### config.mk
export PLATFORM = sky130hd
export DESIGN_NAME = txn_commit_unit
export DESIGN_NICKNAME = d
export VERILOG_FILES = /design/src/rtl/txn_commit_unit.sv
export SDC_FILE = /design/constraint.sdc
export NUM_CORES = 1
export LEC_CHECK = 0
export BUFFER_PORTS_ARGS = -buffer_cell sky130_fd_sc_hd__buf_2
export CAP_MARGIN = 10
export CORE_ASPECT_RATIO = 0.6
export CORE_UTILIZATION = 45
export CTS_CLUSTER_SIZE = 40
export DETAILED_ROUTE_END_ITERATION = 10
export HOLD_SLACK_MARGIN = 0.05
export PLACE_DENSITY = 0.62
export SKIP_CTS_REPAIR_TIMING = 1
export SLEW_MARGIN = 20
export SYNTH_ARGS = -nofsm -noshare
export SYNTH_HDL_FRONTEND = slang
export SYNTH_SLANG_ARGS = --single-unit
### constraint.sdc
create_clock -name clk -period 5.7 [get_ports clk]
set_clock_uncertainty 0.2 [all_clocks]
set_input_delay 0.57 -clock clk [delete_from_list [all_inputs] [get_ports clk]]
set_output_delay 0.57 -clock clk [all_outputs]
set_load 0.02 [all_outputs]
### src/rtl/txn_commit_unit.sv
module txn_commit_unit #(
  parameter int AW   = 4,
  parameter int DW   = 16,
  parameter int LOGD = 8,
  parameter int QD   = 2,
  parameter int IDW  = 4
) (
  input  logic           clk,
  input  logic           rst_n,
  input  logic           init_we,
  input  logic [AW-1:0]  init_addr,
  input  logic [DW-1:0]  init_data,
  input  logic [AW-1:0]  rd_addr,
  output logic [DW-1:0]  rd_data,
  input  logic           in_valid,
  output logic           in_ready,
  input  logic [IDW-1:0] in_id,
  input  logic           in_wr,
  input  logic [AW-1:0]  in_addr,
  input  logic [DW-1:0]  in_data,
  input  logic           in_last,
  output logic           out_valid,
  input  logic           out_ready,
  output logic [IDW-1:0] out_id,
  output logic           out_commit
);
  localparam int DEPTH = 1 << AW;
  localparam int IW    = (LOGD > 1) ? $clog2(LOGD) : 1;
  localparam int CW    = $clog2(LOGD + 1);
  localparam int SW    = (QD > 1) ? $clog2(QD) : 1;
  localparam int QW    = $clog2(QD + 1);

  typedef enum logic [1:0] {ST_IDLE, ST_CHECK, ST_WRITE, ST_DONE} st_t;

  logic [DW-1:0]  mem     [DEPTH];
  logic           lg_wr   [QD][LOGD];
  logic [AW-1:0]  lg_addr [QD][LOGD];
  logic [DW-1:0]  lg_data [QD][LOGD];
  logic [CW-1:0]  slot_n  [QD];
  logic [IDW-1:0] slot_id [QD];

  st_t           state;
  logic [IW-1:0] fill, idx;
  logic [SW-1:0] wr_slot, rd_slot;
  logic [QW-1:0] q_cnt;
  logic          ok;

  logic push_beat, push_txn, pop;
  logic st_chk, st_wr, cw_en;
  logic cur_wr, last_ent, mismatch;
  logic [AW-1:0] cur_addr;
  logic [DW-1:0] cur_data;

  assign in_ready   = (q_cnt != QW'(QD));
  assign push_beat  = in_valid && in_ready;
  assign push_txn   = push_beat && in_last;
  assign out_valid  = (state == ST_DONE);
  assign out_id     = slot_id[rd_slot];
  assign out_commit = ok;
  assign pop        = out_valid && out_ready;
  assign rd_data    = mem[rd_addr];

  assign st_chk   = (state == ST_CHECK);
  assign st_wr    = (state == ST_WRITE);
  assign cur_wr   = lg_wr[rd_slot][idx];
  assign cur_addr = lg_addr[rd_slot][idx];
  assign cur_data = lg_data[rd_slot][idx];
  assign last_ent = (CW'(idx) + CW'(1)) == slot_n[rd_slot];
  assign mismatch = st_chk && !cur_wr && (mem[cur_addr] != cur_data);
  assign cw_en    = st_wr && cur_wr;

  function automatic logic [SW-1:0] nxt(input logic [SW-1:0] p);
    return (p == SW'(QD - 1)) ? '0 : p + SW'(1);
  endfunction

  always_ff @(posedge clk) begin
    if (push_beat) begin
      lg_wr[wr_slot][fill]   <= in_wr;
      lg_addr[wr_slot][fill] <= in_addr;
      lg_data[wr_slot][fill] <= in_data;
      if (in_last) begin
        slot_n[wr_slot]  <= CW'(fill) + CW'(1);
        slot_id[wr_slot] <= in_id;
      end
    end
  end

  always_ff @(posedge clk) begin
    if (cw_en)        mem[cur_addr]  <= cur_data;
    else if (init_we) mem[init_addr] <= init_data;
  end

  always_ff @(posedge clk or negedge rst_n) begin
    if (!rst_n) begin
      fill    <= '0;
      wr_slot <= '0;
      q_cnt   <= '0;
    end else begin
      if (push_beat) fill <= in_last ? '0 : fill + IW'(1);
      if (push_txn)  wr_slot <= nxt(wr_slot);
      if (push_txn && !pop)      q_cnt <= q_cnt + QW'(1);
      else if (!push_txn && pop) q_cnt <= q_cnt - QW'(1);
    end
  end

  always_ff @(posedge clk or negedge rst_n) begin
    if (!rst_n) begin
      state   <= ST_IDLE;
      idx     <= '0;
      rd_slot <= '0;
      ok      <= 1'b0;
    end else begin
      case (state)
        ST_IDLE: if (q_cnt != '0) begin
          state <= ST_CHECK;
          idx   <= '0;
        end
        ST_CHECK: begin
          if (mismatch) begin
            ok    <= 1'b0;
            state <= ST_DONE;
            idx   <= '0;
          end else if (last_ent) begin
            ok    <= 1'b1;
            state <= ST_WRITE;
            idx   <= '0;
          end else idx <= idx + IW'(1);
        end
        ST_WRITE: begin
          if (last_ent) begin
            state <= ST_DONE;
            idx   <= '0;
          end else idx <= idx + IW'(1);
        end
        default: if (out_ready) begin
          state   <= ST_IDLE;
          rd_slot <= nxt(rd_slot);
        end
      endcase
    end
  end
endmodule


# Yosys cells after proc, flatten, opt, wreduce, memory -nomap -nowiden
# Memory sizes are Yosys's and may differ from the RTL's.
# Index checks and enable logic that the tools add are counted.
# word_totals
reg_bits	13
ram_bits	608
inputBits	55
output_inout_bits	23
word_cells	107
mem_count	6
# classes
n_addsub	8
magnitude_cmp	3
n_eq_ne	9
muxes	47
n_bitwise	3
reduce_logical	24
# mem_list
name	depth	word_bits	read_ports	rd_ports_with_merged_regs	wr	line	text
lg_data	2	128	1	0	1	38	logic [DW-1:0] lg_data [QD][LOGD];
mem	16	16	2	0	1	35	logic [DW-1:0] mem [DEPTH];
lg_addr	2	32	1	0	1	37	logic [AW-1:0] lg_addr [QD][LOGD];
lg_wr	2	8	1	0	1	36	logic lg_wr [QD][LOGD];
slot_id	2	4	1	0	1	40	logic [IDW-1:0] slot_id [QD];
slot_n	2	4	1	0	1	39	logic [CW-1:0] slot_n [QD];
# op_table
cell	n
128-bit 2-to-1 mux	1
16-bit 2-to-1 mux	4
16-bit binary-select mux with 3-bit select	1
16-bit demux with 3-bit select	1
32-bit 2-to-1 mux	1
1-bit 2-to-1 mux	17
4-bit 2-to-1 mux	4
16-bit != test	1
16-bit OR reduction	1
2-bit 2-to-1 mux	7
4-bit binary-select mux with 3-bit select	1
4-bit demux with 3-bit select	1
3-bit 2-to-1 mux	4
1-bit logical AND	9
3-bit one-hot mux with 3 select lines	1
3-bit by 1-bit adder with 4-bit output, second input constant	2
4-bit >= comparator, second input constant	2
8-bit 2-to-1 mux	1
3-bit inverter with 4-bit output	2
3-bit by 1-bit adder with 3-bit output, second input constant	2
2-bit one-hot mux with 3 select lines	1
2-bit AND reduction	3
2-bit nonzero test	3
2-bit == test, second input constant	2
18 further kinds	22

# Longest topological paths before layout
# depth
ltp_word	9
mapped_depth	19
ltp_nobuf	12

# Worst setup path before layout
# Ideal clock, no wire load.
# synth_timing
path_kind	flip-flop to flip-flop
start	register idx[0]
end	memory mem[6][0] (enable)
setup_time_ps	388
arrival_time_ps	4071
required_ps	5112
setup_slack_ps	1040
stages_incl_launch_ff	13
path_buffers	6
synth_period_minus_slack_ps	4660
cell_sequence	dfrtp_1 -> buf_6 -> buf_2 -> buf_1 -> buf_1 -> clkbuf_1 -> mux4_2 -> mux4_2 -> nand2_1 -> and2_0 -> buf_2 -> a31oi_1 -> nor2_1
# synth_between
elab_chain_len	9
word_cells_on_any_way	15
cone_classes	mux (12); bitwise (1); reduce/logical (2)
# synth_rtl
element	line	text
from (decl)	43	logic [IW-1:0] fill, idx;
from (signal assigned)	127	end else idx <= idx + IW'(1);
from (signal assigned)	133	end else idx <= idx + IW'(1);
3-bit inverter with 4-bit output (not written as such) (*)	65, 66	
1-bit binary-select mux with 3-bit select	65	assign cur_wr = lg_wr[rd_slot][idx];
1-bit 2-to-1 mux (not written as such) (2 in series)	65	
1-bit logical AND	70	assign cw_en = st_wr && cur_wr;
1-bit 2-to-1 mux	89	if (cw_en) mem[cur_addr] <= cur_data;
1-bit 2-to-1 mux (not written as such)	90	else if (init_we) mem[init_addr] <= init_data;
16-bit OR reduction (no line)	--	
4-bit 2-to-1 mux (no line) or 1-bit 2-to-1 mux (tied branches)	--	
to (decl)	35	
# Every way passes the cells marked *; elsewhere a longest branch is shown, timed or not. The select of a mux whose other input is x is not followed.

# Final worst setup path
# layout_timing
start	register rd_slot
end	register state[1]
# layout_between
elab_chain_len	9
word_cells_on_any_way	24
cone_classes	eq/ne (4); mux (11); reduce/logical (4); memory (5)
# layout_rtl
element	line	text
from (decl)	44	logic [SW-1:0] wr_slot, rd_slot;
from (signal assigned)	137	rd_slot <= nxt(rd_slot);
memory read 2 x 32 bit or memory read 2 x 8 bit (tied branches)	--	
4-bit binary-select mux with 3-bit select or 1-bit binary-select mux with 3-bit select (tied branches)	66, 65	
4-bit 2-to-1 mux (not written as such) or 1-bit 2-to-1 mux (tied branches) (2 in series)	66, 65	
memory read 16 x 16 bit or 1-bit logical NOT (tied branches)	--	
16-bit != test or 1-bit logical AND (tied branches)	69	assign mismatch = st_chk && !cur_wr && (mem[cur_addr] != cur_data);
1-bit logical AND	69	
3-bit by 1-bit != test with 1-bit output (no line) or 2-bit 2-to-1 mux (tied branches)	--	
4-bit AND reduction (no line) or 2-bit one-hot mux with 3 select lines (tied branches)	--	
to (signal assigned)	108	state <= ST_IDLE;
to (signal assigned)	115	state <= ST_CHECK;
to (signal assigned)	121	state <= ST_DONE;
to (decl)	42	st_t state;
# Several ways; a longest one is shown, not always the timed one. The select of a mux whose other input is x is not followed.
# A chain may end at the register's enable or synchronous reset.

==> flow_metrics.env <==
export IMPL_vias=14713
export IMPL_cts_root_buf="clkbuf_16"
export IMPL_cts_tree="done"
export IMPL_yosys_top_cells_count="edfxtp_1 (608), mux4_2 (182), nand2_1 (138), mux2i_1 (82), nor2_1 (55)"
export IMPL_initial_core_util_pct=46.1
export IMPL_setup_ws_ns=0.319
export IMPL_yosys_most_used_dff="edfxtp_1"
export IMPL_synth_seq_area_share_pct=69.4
export IMPL_drt_pass1_iterations=6
export IMPL_io_pins=78
export IMPL_finalWirelength_mm=69.7
export IMPL_cts_buffer_depth=3
export IMPL_r2r_cells=14
export IMPL_grt_pass1_vias=14591
export IMPL_fin_nets=1622
export IMPL_avgSynthCellArea_sq_um=18.6
export IMPL_cp_required_ns=6.02
export IMPL_synth_most_common_cell="edfxtp_1"
export IMPL_period_minus_slack_ns=5.38
export IMPL_r2r_start="rd_slot$_DFFE_PN0P_"
export IMPL_outcome="finished, final reports clean"
export IMPL_cp_end_kind="flop"
export IMPL_place_port_buffers=77
export IMPL_finalSetupTns_ns=0
export IMPL_hp_start="out_ready"
export IMPL_synth_seq_cells=621
export IMPL_p_per_area_nw_per_um2=507
export IMPL_cts_made_buffers=56
export IMPL_synthArstFlopShare_pct=2.09
export IMPL_synth_nets=1500
export IMPL_slew_headroom_pct=26.4
export IMPL_netlist_instances=1437
export IMPL_setup_viol=0
export IMPL_synth_edf_count=608
export IMPL_cp_max_fo=19
export IMPL_antenna_found_initial=7
export IMPL_wire_per_inst_um=29.3
export IMPL_clock_latency_ns=0.63
export IMPL_r2r_end="state[1]$_DFFE_PN0P_"
export IMPL_total_power_mw=15.4
export IMPL_placed_cells=2265
export IMPL_drc_errors=0
export IMPL_fp_dieW_um=317
export IMPL_pre_cts_slack_ns=0.466
export IMPL_synth_cell_types=70
export IMPL_vias_per_cell=6.19
export IMPL_mappedNetlistArea_sq_um=26800
export IMPL_min_period_over_period_pct=94.4
export IMPL_drive_gt1_share_pct=30.6
export IMPL_layoutNonFillerInstCount=2377
export IMPL_drt_iter0_drc=1889
export IMPL_row_count=68
export IMPL_grt_max_degree=65
export IMPL_synth_warnings=0
export IMPL_clock_sinks=621
export IMPL_p_leak_nw=10.0
export IMPL_ir_drop_uv=306
export IMPL_critPathLaunchType="flop"
export IMPL_dp_hpwl_mm=44.0
export IMPL_worst_setup_path_type="reg -> reg"
export IMPL_fmaxAchievable_mhz=186
export IMPL_rsz0062_at_grt="no"
export IMPL_area_growth_pct=13.6
export IMPL_synth_top_area_share_pct=68.2
export IMPL_track_usage_pct=23.5
export IMPL_gp_congestion=0.847
export IMPL_maxCapViolCount=0
export IMPL_hp_class="in -> reg"
export IMPL_grt_pass1_wl_mm=101
export IMPL_grt_remaining_overflow=0
export IMPL_ant_nets=0
export IMPL_fp_dieH_um=191
export IMPL_htree_levels=2
export IMPL_synth_top_area_cell="edfxtp_1"
export IMPL_die_area_sq_um=60500
export IMPL_final_hold_viol_count=0
export IMPL_synth_area_leaders="edfxtp_1 (68%), mux4_2 (15%), mux2i_1 (3.1%)"
export IMPL_worstMarginPinSlew_ns=1.10
export IMPL_holdPathStages=3
export IMPL_path_clk_slew_ns=0.07
export IMPL_holdPathEnd="rd_slot$_DFFE_PN0P_"
export IMPL_drv_slew=0
export IMPL_core_area_sq_um=58100
export IMPL_rrSetupSlack_ns=0.32
export IMPL_arrival_ns=5.70
==> worst max-delay path by stage <==
stage,slack [ns],depth (start not counted),startpoint,endpoint
detailed placement,0.47,14,rd_slot$_DFFE_PN0P_,state[1]$_DFFE_PN0P_
finish,0.32,14,rd_slot$_DFFE_PN0P_,state[1]$_DFFE_PN0P_
global route,0.16,14,rd_slot$_DFFE_PN0P_,state[1]$_DFFE_PN0P_
CTS,0.42,14,rd_slot$_DFFE_PN0P_,state[1]$_DFFE_PN0P_
floorplan,1.04,12,idx[0]$_DFFE_PN0P_,mem[6][0]$_DFFE_PP_
global placement,0.41,14,rd_slot$_DFFE_PN0P_,state[1]$_DFFE_PN0P_
==> per-stage QoR <==
stage	hold WS (ns)	cell area, sq um	utilization, %
final	0.0783	30400	52.3
after global routing	0.0885	30400	52.3
after CTS	-0.388	30400	52.2
after detailed placement	0.291	28400	48.8
after global placement	0.285	28400	48.8
after floorplan	0.0744	26800	-
==> layout make-up <==
| cell class | instances | area, sq um |
|---|---|---|
| Antenna cell | 1 | 2.50 |
| Clock buffer | 64 | 1450 |
| Clock inverter | 41 | 533 |
| Fill cell | 4571 | 27700 |
| Inverter | 11 | 41.3 |
| Multi-Input combinational cell | 718 | 7800 |
| Sequential cell | 621 | 18600 |
| Tap cell | 770 | 963 |
| Timing Repair Buffer | 151 | 1030 |
==> cells in the final DEF (no fill, tap or decap), types with 4 or more instances in the layout <==
| cell | count |
|---|---|
| clkbuf_1 | 6 |
| clkinv_2 | 13 |
| and2_1 | 4 |
| edfxtp_1 | 608 |
| mux2_2 | 26 |
| inv_1 | 10 |
| nand2b_1 | 6 |
| dlygate4sd3_1 | 6 |
| nor2_1 | 27 |
| nand2_1 | 138 |
| a31oi_1 | 4 |
| nor3_2 | 4 |
| nor2b_1 | 7 |
| clkbuf_16 | 56 |
| buf_2 | 76 |
| a32o_1 | 8 |
| a211oi_1 | 4 |
| buf_12 | 6 |
| buf_4 | 63 |
| xor2_1 | 8 |
| and3_1 | 9 |
| o21ai_0 | 11 |
| mux2i_1 | 82 |
| nand4_1 | 6 |
| clkinv_1 | 10 |
| mux4_2 | 182 |
| a21oi_1 | 15 |
| nand3_1 | 30 |
| bufinv_16 | 11 |
| a221oi_1 | 8 |
| a32oi_1 | 30 |
| ha_1 | 8 |
| xnor2_1 | 11 |
| nor2_2 | 29 |
| dfrtp_1 | 9 |
| clkinvlp_4 | 4 |
==> registers in the layout, indices dropped and copies added (netlist names) <==
register and flops:
lg_data 256, mem 256, lg_addr 64, lg_wr 16, slot_id 8, slot_n 8
fill 3, idx 3, q_cnt 2, state 2, out_commit 1, rd_slot 1
wr_slot 1
==> power breakdown <==
group	internal [mW]	switching (mW)	leakage, nW
clock network	2.34	1.74	0.965
registers	5.79	0.213	5.65
logic	2.01	3.33	3.38
total	10.1	5.29	10.0
==> worst max-delay path: stages (launching register included) <==
cell and delay, ns:
dfrtp_4 0.50, buf_4 0.37, mux4_2 0.56, or2_1 0.28
a22oi_2 0.50, buf_4 0.35, mux2_2 0.38, o22ai_1 0.25
a221oi_2 0.06, xnor2_1 0.16, nor4_1 0.50, nand4_1 0.40
o21ai_2 0.33, a21oi_2 0.10, mux2_4 0.30
==> metal layers <==
metal	vias to the layer above	wire length [um]	track usage, %	part of all wire [%]
li1	6167	-	-	-
met1	7638	31600	36.9	45
met2	788	28700	31.8	41
met3	112	7900	7.20	11
met4	8	1500	5.21	2.1
met5	-	53	0	0.076
==> kinds of logic after synthesis <==
kind of cell    after synthesis  synth area share, %
flops                       621                 69.4
simple gates                284                 4.77
mux                         291                 19.5
buf+inv                      98                 1.90
compound gates              116                 3.45
fa+ha+maj                     8                0.374
xor+xnor                     19                0.621
(Power assumes the default switching activity.)
